--- config.mk ---
export PLATFORM = sky130hd
export DESIGN_NAME = tier_bus_arbiter
export DESIGN_NICKNAME = d
export VERILOG_FILES = /design/src/rtl/arb_pkg.sv /design/src/rtl/arb_rr_tier.sv /design/src/rtl/arb_refresh_timer.sv /design/src/rtl/tier_bus_arbiter.sv
export SDC_FILE = /design/constraint.sdc
export NUM_CORES = 1
export LEC_CHECK = 0
export CORE_ASPECT_RATIO = 1.75
export CORE_MARGIN = 1
export CORE_UTILIZATION = 50
export DETAILED_ROUTE_END_ITERATION = 6
export DONT_BUFFER_PORTS = 1
export PLACE_DENSITY_LB_ADDON = 0.05
export SLEW_MARGIN = 20
export SYNTH_ARGS = -nofsm -noshare
export SYNTH_HDL_FRONTEND = slang
export SYNTH_HIERARCHICAL = 1
export SYNTH_SLANG_ARGS = --single-unit
--- constraint.sdc ---
create_clock -name clk -period 3.6 [get_ports clk]
set_input_delay 0.18 -clock clk [delete_from_list [all_inputs] [get_ports clk]]
set_output_delay 0.18 -clock clk [all_outputs]
set_load 0.02 [all_outputs]
--- src/rtl/arb_pkg.sv ---
package arb_pkg;

   // Which tier wins a rearbitration edge.
   typedef enum logic [1:0] {
      TIER_TOP  = 2'd0,
      TIER_CPU  = 2'd1,
      TIER_MST  = 2'd2,
      TIER_IDLE = 2'd3
   } tier_sel_e;

   // Width of an index into a set of n slots, never below one bit.
   function automatic int idx_w(input int n);
      return (n > 1) ? $clog2(n) : 1;
   endfunction

endpackage

--- src/rtl/arb_rr_tier.sv ---
module arb_rr_tier #(
   parameter int N = 4
) (
   input  logic         clk,
   input  logic         rst_n,
   input  logic [N-1:0] req,
   input  logic         adv,
   output logic [N-1:0] pick,
   output logic         any
);
   localparam int PW = arb_pkg::idx_w(N);

   logic [PW-1:0] ptr_q;
   logic [PW-1:0] sel_idx;
   logic          found;

   // Search upward from the pointer, wrapping once.
   always_comb begin
      found   = 1'b0;
      sel_idx = '0;
      for (int i = 0; i < N; i++) begin
         int s;
         s = int'(ptr_q) + i;
         if (s >= N) s = s - N;
         if (!found && req[s]) begin
            found   = 1'b1;
            sel_idx = PW'(s);
         end
      end
   end

   for (genvar k = 0; k < N; k++) begin : g_slot
      assign pick[k] = found && (sel_idx == PW'(k));
   end

   assign any = found;

   always_ff @(posedge clk or negedge rst_n) begin
      if (!rst_n)
         ptr_q <= '0;
      else if (adv && found)
         ptr_q <= (sel_idx == PW'(N - 1)) ? '0 : sel_idx + 1'b1;
   end

endmodule

--- src/rtl/arb_refresh_timer.sv ---
module arb_refresh_timer #(
   parameter int CNT_W    = 10,
   parameter int RFSH_CYC = 4
) (
   input  logic             clk,
   input  logic             rst_n,
   input  logic [CNT_W-1:0] period,
   input  logic             granted,
   output logic             req
);
   localparam int HW = arb_pkg::idx_w(RFSH_CYC);
   localparam logic [HW-1:0] HOLD_LAST = HW'(RFSH_CYC - 1);

   logic [CNT_W-1:0] ctr_q;
   logic [HW-1:0]    hold_q;
   logic             pend_q;
   logic             tick;

   assign tick = (period != '0) && (ctr_q >= period - 1'b1);

   always_ff @(posedge clk or negedge rst_n) begin
      if (!rst_n)
         ctr_q <= '0;
      else if (period == '0 || tick)
         ctr_q <= '0;
      else
         ctr_q <= ctr_q + 1'b1;
   end

   // A tick sets the pending flag; being granted clears it.
   always_ff @(posedge clk or negedge rst_n) begin
      if (!rst_n)
         pend_q <= 1'b0;
      else if (tick)
         pend_q <= 1'b1;
      else if (granted)
         pend_q <= 1'b0;
   end

   always_ff @(posedge clk or negedge rst_n) begin
      if (!rst_n)
         hold_q <= '0;
      else if (granted)
         hold_q <= hold_q + 1'b1;
      else
         hold_q <= '0;
   end

   // While owning the bus the request stays high until the last cycle.
   assign req = granted ? (hold_q != HOLD_LAST) : pend_q;

endmodule

--- src/rtl/tier_bus_arbiter.sv ---
module tier_bus_arbiter #(
   parameter int N_DMA    = 4,
   parameter int N_MST    = 4,
   parameter int CNT_W    = 10,
   parameter int RFSH_CYC = 4
) (
   input  logic             clk,
   input  logic             rst_n,
   input  logic [CNT_W-1:0] refresh_period,
   input  logic [N_DMA-1:0] dma_req,
   input  logic             cpu_req,
   input  logic [N_MST-1:0] mst_req,
   output logic [N_DMA-1:0] dma_gnt,
   output logic             rfsh_gnt,
   output logic             cpu_gnt,
   output logic [N_MST-1:0] mst_gnt
);
   import arb_pkg::*;

   localparam int NT = N_DMA + 1;   // DMA slots plus the refresh slot

   if (N_DMA < 1 || N_MST < 1 || RFSH_CYC < 1 || CNT_W < 2) begin : g_bad_cfg
      $error("tier_bus_arbiter: unsupported parameter set");
   end

   logic [NT-1:0]    top_gnt_q;
   logic             cpu_gnt_q;
   logic [N_MST-1:0] mst_gnt_q;

   logic             rf_req;
   logic [NT-1:0]    top_req;
   logic [NT-1:0]    top_pick;
   logic             top_any;
   logic [N_MST-1:0] mst_pick;
   logic             mst_any;
   logic             hold;
   tier_sel_e        sel;

   arb_refresh_timer #(
      .CNT_W   (CNT_W),
      .RFSH_CYC(RFSH_CYC)
   ) u_rfsh (
      .clk    (clk),
      .rst_n  (rst_n),
      .period (refresh_period),
      .granted(top_gnt_q[N_DMA]),
      .req    (rf_req)
   );

   assign top_req = {rf_req, dma_req};

   arb_rr_tier #(.N(NT)) u_top (
      .clk  (clk),
      .rst_n(rst_n),
      .req  (top_req),
      .adv  (sel == TIER_TOP),
      .pick (top_pick),
      .any  (top_any)
   );

   arb_rr_tier #(.N(N_MST)) u_mst (
      .clk  (clk),
      .rst_n(rst_n),
      .req  (mst_req),
      .adv  (sel == TIER_MST),
      .pick (mst_pick),
      .any  (mst_any)
   );

   // The owner keeps the bus while its own request line stays high.
   assign hold = (|(top_gnt_q & top_req)) |
                 (cpu_gnt_q & cpu_req)    |
                 (|(mst_gnt_q & mst_req));

   always_comb begin
      if (hold)         sel = TIER_IDLE;
      else if (top_any) sel = TIER_TOP;
      else if (cpu_req) sel = TIER_CPU;
      else if (mst_any) sel = TIER_MST;
      else              sel = TIER_IDLE;
   end

   always_ff @(posedge clk or negedge rst_n) begin
      if (!rst_n) begin
         top_gnt_q <= '0;
         cpu_gnt_q <= 1'b1;
         mst_gnt_q <= '0;
      end else if (!hold) begin
         top_gnt_q <= (sel == TIER_TOP) ? top_pick : '0;
         cpu_gnt_q <= (sel == TIER_CPU) || (sel == TIER_IDLE);
         mst_gnt_q <= (sel == TIER_MST) ? mst_pick : '0;
      end
   end

   assign dma_gnt  = top_gnt_q[N_DMA-1:0];
   assign rfsh_gnt = top_gnt_q[N_DMA];
   assign cpu_gnt  = cpu_gnt_q;
   assign mst_gnt  = mst_gnt_q;

endmodule

==> flow_summary.json, run 1 <==
{
  "outcome": "complete, no violations",
  "route.detailed.drc": 0,
  "tritoncts": "yes",
  "antenna_found_initial": 0,
  "finalWorstPathRequiredPeriod_ns": 3.46,
  "postRouteWirelength_um": 8180,
  "synth-async-reset-ratio": 1.00,
  "ys_seq_area_frac": 0.214,
  "design.final.nets": 465,
  "final_layout_size_suffix_gt1_frac": 0.227,
  "met3RoutedLength_um": 204,
  "detailedRoute.firstIterationViolations": 190,
  "grt_remaining_overflow": 0,
  "routed_met2_length_um": 4560,
  "setup.worst_path.class": "reg -> reg",
  "syn2layout_area_growth_pct": 13.9,
  "synth_top_family_by_area": "simple AND/OR/NAND/NOR gates",
  "adder_cell_share_of_the_synthesized_area": 0.126,
  "syn-mean-instance-area_sq_um": 8.55,
  "synth_seq_cells": 28,
  "end_kind": "flop",
  "worst-path-max-fanout": 5,
  "grt_pass1_wl_um": 13100,
  "cts_root_buf": "sky130_fd_sc_hd__clkbuf_8",
  "max_freq_mhz": 289,
  "synth-edff-count": 0,
  "period_share": 0.960,
  "synth_area_sq_um": 3270,
  "coreArea_sq_um": 6280,
  "tritoncts_num_sinks": 28,
  "placedCellCount": 477,
  "die_area_sq_um": 6890,
  "slew-limit-headroom": 0.699,
  "yosys-mux-area-fraction": 0.0936,
  "maxCapViolations": 0,
  "synth_nets": 437,
  "gr-usage-all-layers": 0.244,
  "hold-worst-slack_ns": 0.117,
  "reg2reg_setup_slack_ns": 0.14,
  "report.final.hold_viol_count": 0,
  "dr.pass1.iters": 4,
  "yosysWarnings": 6,
  "viasPerCell": 5.85,
  "clock_latency_late_sink_ns": 0.27,
  "global_placer_s_final_weighted_congestion": 0.912,
  "vias": 2866,
  "dr.max_layer_used": "met4",
  "antenna_violating_nets_post_route": 0,
  "clock_tree.buffer_depth": 2,
  "die-width_um": 63.2,
  "fp-row-count": 38,
  "unique_masters_post_synth": 76,
  "report.final.slew_viol_count": 0,
  "buffer_ports.inserted": 0,
  "clkSlewWorstSetupHoldPaths_ns": 0.09,
  "instances_no_fill": 490,
  "grt_pass1_vias": 2869,
  "fin_setup_tns_ns": 0,
  "synth-xor-area-share": 0.0634,
  "route.detailed.wl_per_inst_um": 16.7,
  "ys_dominant_reg_cell": "sky130_fd_sc_hd__dfrtp_1",
  "synthCells": 383,
  "cts-buffers-inserted": 3,
  "required_time_of_the_worst_setup_path_ns": 3.76,
  "setup_viol_count_final": 0,
  "finalClockSkew_ns": 0.00529,
  "pin_count_of_the_biggest_net_entering_global_routing": 29,
  "timing.hold.worst.class": "in -> reg",
  "synth-compound-area-share": 0.193,
  "worst-endpoint-arrival_ns": 3.62,
  "initial_utilization": 0.522,
  "route.layer.met1.wl_um": 3090,
  "detailed_placement_wirelength_estimate_um": 6560,
  "timing.critical_path.from_type": "flop",
  "die-height_um": 109,
  "num_antenna_cells": 0,
  "top_level_ports": 31,
  "worstMarginPinSlew_ns": 0.446,
  "cts-htree-levels": 1,
  "nFillCells": 622,
  "yosys.area_share.simple": 0.247
}
## cell type report
| type | instances | area [sq um] | area share |
|---|---|---|---|
| multi-input combinational | 312 | 2460 | 0.660 |
| sequential | 28 | 703 | 0.189 |
| timing repair buffer | 38 | 300 | 0.0805 |
| inverter | 28 | 110 | 0.0295 |
| tap | 80 | 100 | 0.0268 |
| clock buffer | 4 | 55.1 | 0.0148 |
## flip-flops by register name, summed over array words and instances (netlist names)
register       flops
u_rfsh/ctr_q      10
mst_gnt            4
top_gnt_q          5
u_rfsh/pend_q      1
u_rfsh/hold_q      2
cpu_gnt            1
u_top/ptr_q        3
u_mst/ptr_q        2
## cell usage in the layout (no fill, tap or decap), types with 9 or more instances in the layout
| master | n |
|---|---|
| sky130_fd_sc_hd__and2_1 | 14 |
| sky130_fd_sc_hd__nor2_1 | 28 |
| sky130_fd_sc_hd__dfrtp_1 | 26 |
| sky130_fd_sc_hd__o21ai_0 | 11 |
| sky130_fd_sc_hd__ha_1 | 27 |
| sky130_fd_sc_hd__buf_4 | 36 |
| sky130_fd_sc_hd__nor3_1 | 9 |
| sky130_fd_sc_hd__inv_1 | 26 |
| sky130_fd_sc_hd__nand2_1 | 34 |
| sky130_fd_sc_hd__a21oi_1 | 14 |
| sky130_fd_sc_hd__xnor2_1 | 14 |
| sky130_fd_sc_hd__mux2i_1 | 23 |
## cells by family after synthesis
| logic type | Yosys count |
|---|---|
| adders and majority gates | 33 |
| DFF | 28 |
| buffers and inverters | 43 |
| xor gates and xnor gates | 22 |
| muxes | 30 |
| and+or+nand+nor | 145 |
| AOI/OAI and AO/OA | 82 |
## critical path: stages (launching register included)
cell and delay (ns):
sky130_fd_sc_hd__dfrtp_2 0.45, sky130_fd_sc_hd__buf_4 0.18, sky130_fd_sc_hd__ha_2 0.23, sky130_fd_sc_hd__a21oi_4 0.29, sky130_fd_sc_hd__mux2i_4 0.29, sky130_fd_sc_hd__nor3_1 0.09
sky130_fd_sc_hd__o21a_1 0.22, sky130_fd_sc_hd__or2_4 0.29, sky130_fd_sc_hd__or3_4 0.41, sky130_fd_sc_hd__o32a_1 0.39, sky130_fd_sc_hd__ha_2 0.26, sky130_fd_sc_hd__mux2_2 0.27
## timing repair
item	4_1_cts	5_1_grt
endpoints found under the hold margin	28	0
endpoints found under the setup margin	0	10
setup buffers	0	7
hold buffers	2	0
gates resized for setup	0	20
## metrics by stage
step,setup WS [ns],utilization,area [sq um]
finish,0.144,0.594,3730
global route,-0.0414,0.594,3730
CTS,0.0362,0.574,3600
detailed placement,0.0720,0.560,3520
global placement,0.135,0.560,3520
floorplan,0.00611,-,3300
## synth_stat cells, types with 2 or more instances
cell type,number,area [sq um]
sky130_fd_sc_hd__dfrtp_1,27,676
sky130_fd_sc_hd__o21ai_1,3,15.0
sky130_fd_sc_hd__a21oi_1,14,70.1
sky130_fd_sc_hd__and2_1,14,87.6
sky130_fd_sc_hd__o21ba_2,2,20.0
sky130_fd_sc_hd__o22ai_1,6,37.5
sky130_fd_sc_hd__xor2_1,6,52.6
sky130_fd_sc_hd__nand3_1,8,40.0
sky130_fd_sc_hd__mux2_2,5,56.3
sky130_fd_sc_hd__nand4_1,5,31.3
sky130_fd_sc_hd__nand2_2,2,12.5
sky130_fd_sc_hd__nor3_1,10,50.1
sky130_fd_sc_hd__buf_2,5,25.0
sky130_fd_sc_hd__and3_1,4,25.0
sky130_fd_sc_hd__nor2b_1,6,37.5
sky130_fd_sc_hd__nand3b_1,2,15.0
sky130_fd_sc_hd__nor4_2,2,25.0
sky130_fd_sc_hd__inv_1,28,105
sky130_fd_sc_hd__xnor2_1,14,123
sky130_fd_sc_hd__nand2_1,35,131
sky130_fd_sc_hd__mux2i_1,25,250
sky130_fd_sc_hd__nor3b_1,3,22.5
sky130_fd_sc_hd__ha_1,33,413
sky130_fd_sc_hd__or3_1,3,18.8
sky130_fd_sc_hd__clkbuf_1,4,15.0
sky130_fd_sc_hd__a22o_1,3,26.3
sky130_fd_sc_hd__nand2b_1,7,43.8
sky130_fd_sc_hd__nor2_1,29,109
sky130_fd_sc_hd__buf_4,3,22.5
sky130_fd_sc_hd__o21ai_0,13,65.1
sky130_fd_sc_hd__xnor2_2,2,32.5
sky130_fd_sc_hd__nor3_2,2,20.0
sky130_fd_sc_hd__a211o_1,2,17.5
sky130_fd_sc_hd__a31oi_1,3,18.8
sky130_fd_sc_hd__a21o_1,3,22.5
sky130_fd_sc_hd__o21a_1,2,15.0
sky130_fd_sc_hd__a31o_2,2,17.5
sky130_fd_sc_hd__buf_6,2,22.5
sky130_fd_sc_hd__o211ai_1,2,15.0
sky130_fd_sc_hd__a221oi_2,2,30.0
sky130_fd_sc_hd__a211oi_1,5,37.5
## path summary, 6_finish.rpt
kind                       cells after the start                to             start
max                                           11    u_top/ptr_q[1]    u_top/ptr_q[0]
min                                            2    u_mst/ptr_q[0]        mst_req[1]
max reg2reg                                   11    u_top/ptr_q[1]    u_top/ptr_q[0]
min reg2reg                                    1  u_rfsh/hold_q[0]  u_rfsh/hold_q[0]
max in group asynchronous                      2           cpu_gnt             rst_n
min in group asynchronous                      2        mst_gnt[2]             rst_n
## routing by layer
metal	up-vias	GRT usage
li1	1422	-
met3	19	0.0178
met2	67	0.487
met4	0	0.128
met5	-	0
met1	1358	0.247
Power of run 1 is not shown: default switching activity piles up to over one toggle a cycle in this logic, so the estimate is an artifact.
==> run 2: changes to the inputs <==
--- a/config.mk
+++ b/config.mk
@@ -14,5 +14,4 @@
 export SLEW_MARGIN = 20
 export SYNTH_ARGS = -nofsm -noshare
 export SYNTH_HDL_FRONTEND = slang
-export SYNTH_HIERARCHICAL = 1
 export SYNTH_SLANG_ARGS = --single-unit
==> flow_summary.json, run 2 <==
{
  "synth_seq_cells": 28,
  "worstMarginPinSlew_ns": 0.602,
  "final_layout_size_suffix_gt1_frac": 0.271,
  "timing.hold.worst.class": "in -> reg",
  "most_flops_register": "u_rfsh.ctr_q",
  "sequential_cell_area_sq_um": 704,
  "finalClockSkew_ns": 0.00214,
  "clock_latency_late_sink_ns": 0.27,
  "vias": 2680,
  "yosysWarnings": 0,
  "adder_cell_share_of_the_synthesized_area": 0.140,
  "slew-limit-headroom": 0.597,
  "worst-path-max-fanout": 4,
  "gr-usage-all-layers": 0.264,
  "pin_count_of_the_biggest_net_entering_global_routing": 29,
  "finalWorstPathRequiredPeriod_ns": 3.57,
  "report.final.hold_viol_count": 0,
  "max_freq_mhz": 280,
  "detailedRoute.firstIterationViolations": 196,
  "postRouteWirelength_um": 7900,
  "yosys-mux-area-fraction": 0.0441,
  "ys_seq_area_frac": 0.240,
  "post-synth-top-count-cell": "sky130_fd_sc_hd__ha_1",
  "synth-compound-area-share": 0.241,
  "final_core_area_utilization": 0.645,
  "period_share": 0.992,
  "antenna_found_initial": 0,
  "design.final.nets": 434,
  "synth-async-reset-ratio": 1.00,
  "initial_utilization": 0.523,
  "coreArea_sq_um": 5590,
  "maxCapViolations": 0,
  "viasPerCell": 5.88,
  "mostFrequentLayoutCells": "sky130_fd_sc_hd__buf_4, sky130_fd_sc_hd__nand2_1, sky130_fd_sc_hd__dfrtp_1",
  "die-width_um": 59.8,
  "cts-htree-levels": 1,
  "report.final.slew_viol_count": 0,
  "synth_top_area_frac": 0.231,
  "layout_setup_ws_ns": 0.0277,
  "post_synth_most_frequent_cells": "sky130_fd_sc_hd__ha_1, sky130_fd_sc_hd__dfrtp_1, sky130_fd_sc_hd__nand2_1, sky130_fd_sc_hd__inv_1, sky130_fd_sc_hd__a21oi_1",
  "dr.pass1.iters": 4,
  "unique_masters_post_synth": 66,
  "syn-mean-instance-area_sq_um": 8.52,
  "tritoncts_num_sinks": 28,
  "route.detailed.wl_per_inst_um": 17.3,
  "detailed_placement_wirelength_estimate_um": 6160,
  "outcome": "complete, no violations",
  "timing.critical_path.from_type": "flop",
  "synth-xor-area-share": 0.0659,
  "synth-edff-count": 0,
  "post-place-ws_ns": -0.136,
  "tritoncts": "yes",
  "ys_dominant_reg_cell": "sky130_fd_sc_hd__dfrtp_1",
  "die-height_um": 103,
  "synth_top_family_by_area": "compound AO/OA/AOI/OAI gates",
  "synth_area_leaders": "sky130_fd_sc_hd__dfrtp_1, sky130_fd_sc_hd__ha_1, sky130_fd_sc_hd__xnor2_1",
  "cts_root_buf": "sky130_fd_sc_hd__clkbuf_8",
  "flip_flop_count_of_the_largest_register_all_copies_and_words_added": 10,
  "end_kind": "flop",
  "global_placer_s_final_weighted_congestion": 0.827,
  "unrepaired_setup_endpoints_after_global_routing": "yes",
  "antenna_violating_nets_post_route": 0,
  "clkSlewWorstSetupHoldPaths_ns": 0.09,
  "required_time_of_the_worst_setup_path_ns": 3.76,
  "grt_remaining_overflow": 0,
  "syn2layout_area_growth_pct": 23.3,
  "worst-endpoint-arrival_ns": 3.73,
  "multiInputGateArea_sq_um": 2280,
  "buffer_ports.inserted": 0,
  "setup.worst_path.class": "reg -> reg",
  "nFillCells": 511,
  "fp-row-count": 36,
  "synth_area_sq_um": 2920,
  "synthCells": 343,
  "layout_commonest_cell": "sky130_fd_sc_hd__buf_4",
  "synth_nets": 396,
  "grt_pass1_vias": 2736,
  "num_antenna_cells": 0,
  "cts-buffers-inserted": 3,
  "die_area_sq_um": 6170,
  "top_level_ports": 31,
  "clock_tree.buffer_depth": 2,
  "yosys.area_share.simple": 0.216,
  "setup_viol_count_final": 0,
  "grt_pass1_wl_um": 12200,
  "post_synthesis_cell_type_with_the_largest_combined_area": "sky130_fd_sc_hd__dfrtp_1",
  "route.detailed.drc": 0
}
run 2: cell types whose count changed after synthesis, moves of 7 or more:
cell	before	now
sky130_fd_sc_hd__a22o_1	3	10
sky130_fd_sc_hd__nor2_1	29	20
sky130_fd_sc_hd__a21oi_1	14	21
sky130_fd_sc_hd__mux2i_1	25	5
sky130_fd_sc_hd__nand2_1	35	26
sky130_fd_sc_hd__and2_1	14	7
run 2: final cells by class:
class / count / share of cell area
Multi-Input combinational cell: 280 / 0.634
Sequential cell: 28 / 0.195
Timing Repair Buffer: 46 / 0.106
Tap cell: 76 / 0.0264
Inverter: 22 / 0.0236
Clock buffer: 4 / 0.0153
run 2: critical path, cell delays in order, from the launching register on:
cell,delay (ns)
sky130_fd_sc_hd__dfrtp_2,0.45
sky130_fd_sc_hd__inv_4,0.10
sky130_fd_sc_hd__ha_4,0.14
sky130_fd_sc_hd__inv_2,0.04
sky130_fd_sc_hd__fa_2,0.35
sky130_fd_sc_hd__or4_4,0.55
sky130_fd_sc_hd__a21o_1,0.22
sky130_fd_sc_hd__a41oi_2,0.27
sky130_fd_sc_hd__o2111a_2,0.29
sky130_fd_sc_hd__nor2b_4,0.17
sky130_fd_sc_hd__a221oi_4,0.05
sky130_fd_sc_hd__o21ai_4,0.21
sky130_fd_sc_hd__inv_2,0.08
sky130_fd_sc_hd__ha_4,0.16
sky130_fd_sc_hd__and2_4,0.14
sky130_fd_sc_hd__mux2_2,0.25
run 2: per-stage QoR:
| stage | hold WS (ns) | instances | setup TNS, ns | cell area, sq um |
|---|---|---|---|---|
| 2_1_floorplan | -0.116 | 343 | 0 | 2980 |
| 4_1_cts | 0.169 | 446 | 0 | 3340 |
| 3_5_place_dp | -0.115 | 439 | -0.191 | 3240 |
| 3_3_place_gp | -0.115 | 439 | -0.169 | 3240 |
| 6_report | 0.174 | 456 | 0 | 3600 |
| 5_1_grt | 0.201 | 456 | -0.261 | 3600 |
run 2: final timing paths:
kind	startpoint	slack (ns)	cells after the start	end
worst max-delay path	u_top.ptr_q[0]	0.03	15	top_gnt_q[4]
worst min-delay path	cpu_req	0.17	3	cpu_gnt
worst max register to register	u_top.ptr_q[0]	0.03	15	top_gnt_q[4]
worst min register to register	u_rfsh.hold_q[0]	0.44	1	u_rfsh.hold_q[0]
max in group asynchronous	rst_n	3.01	2	cpu_gnt
min in group asynchronous	rst_n	0.35	2	u_rfsh.ctr_q[6]
run 2: repair_timing:
action                                  in CTS  in global routing
endpoints found under the setup margin       5                  6
hold endpoints to repair                    28                  0
hold buffers                                 2                  0
pin swaps                                    2                 15
buffers inserted                             1                 10
gates resized for setup                      3                 38
run 2: cells by family (layout without fill, tap and decap cells):
group | Yosys count | count (layout)
and+or+nand+nor | 117 | 117
adders and majority gates | 32 | 32
muxes | 11 | 11
buffers and inverters | 35 | 72
AOI/OAI and AO/OA | 98 | 98
DFF | 28 | 28
xor gates and xnor gates | 22 | 22
run 2: routing by layer:
layer,up-vias,global-route usage,share of wire
met3,16,0.0251,0.027
met4,0,0.109,0.025
li1,1321,-,-
met1,1295,0.271,0.36
met5,-,0,0
met2,48,0.519,0.59
Power of run 2 is left out for the same reason.
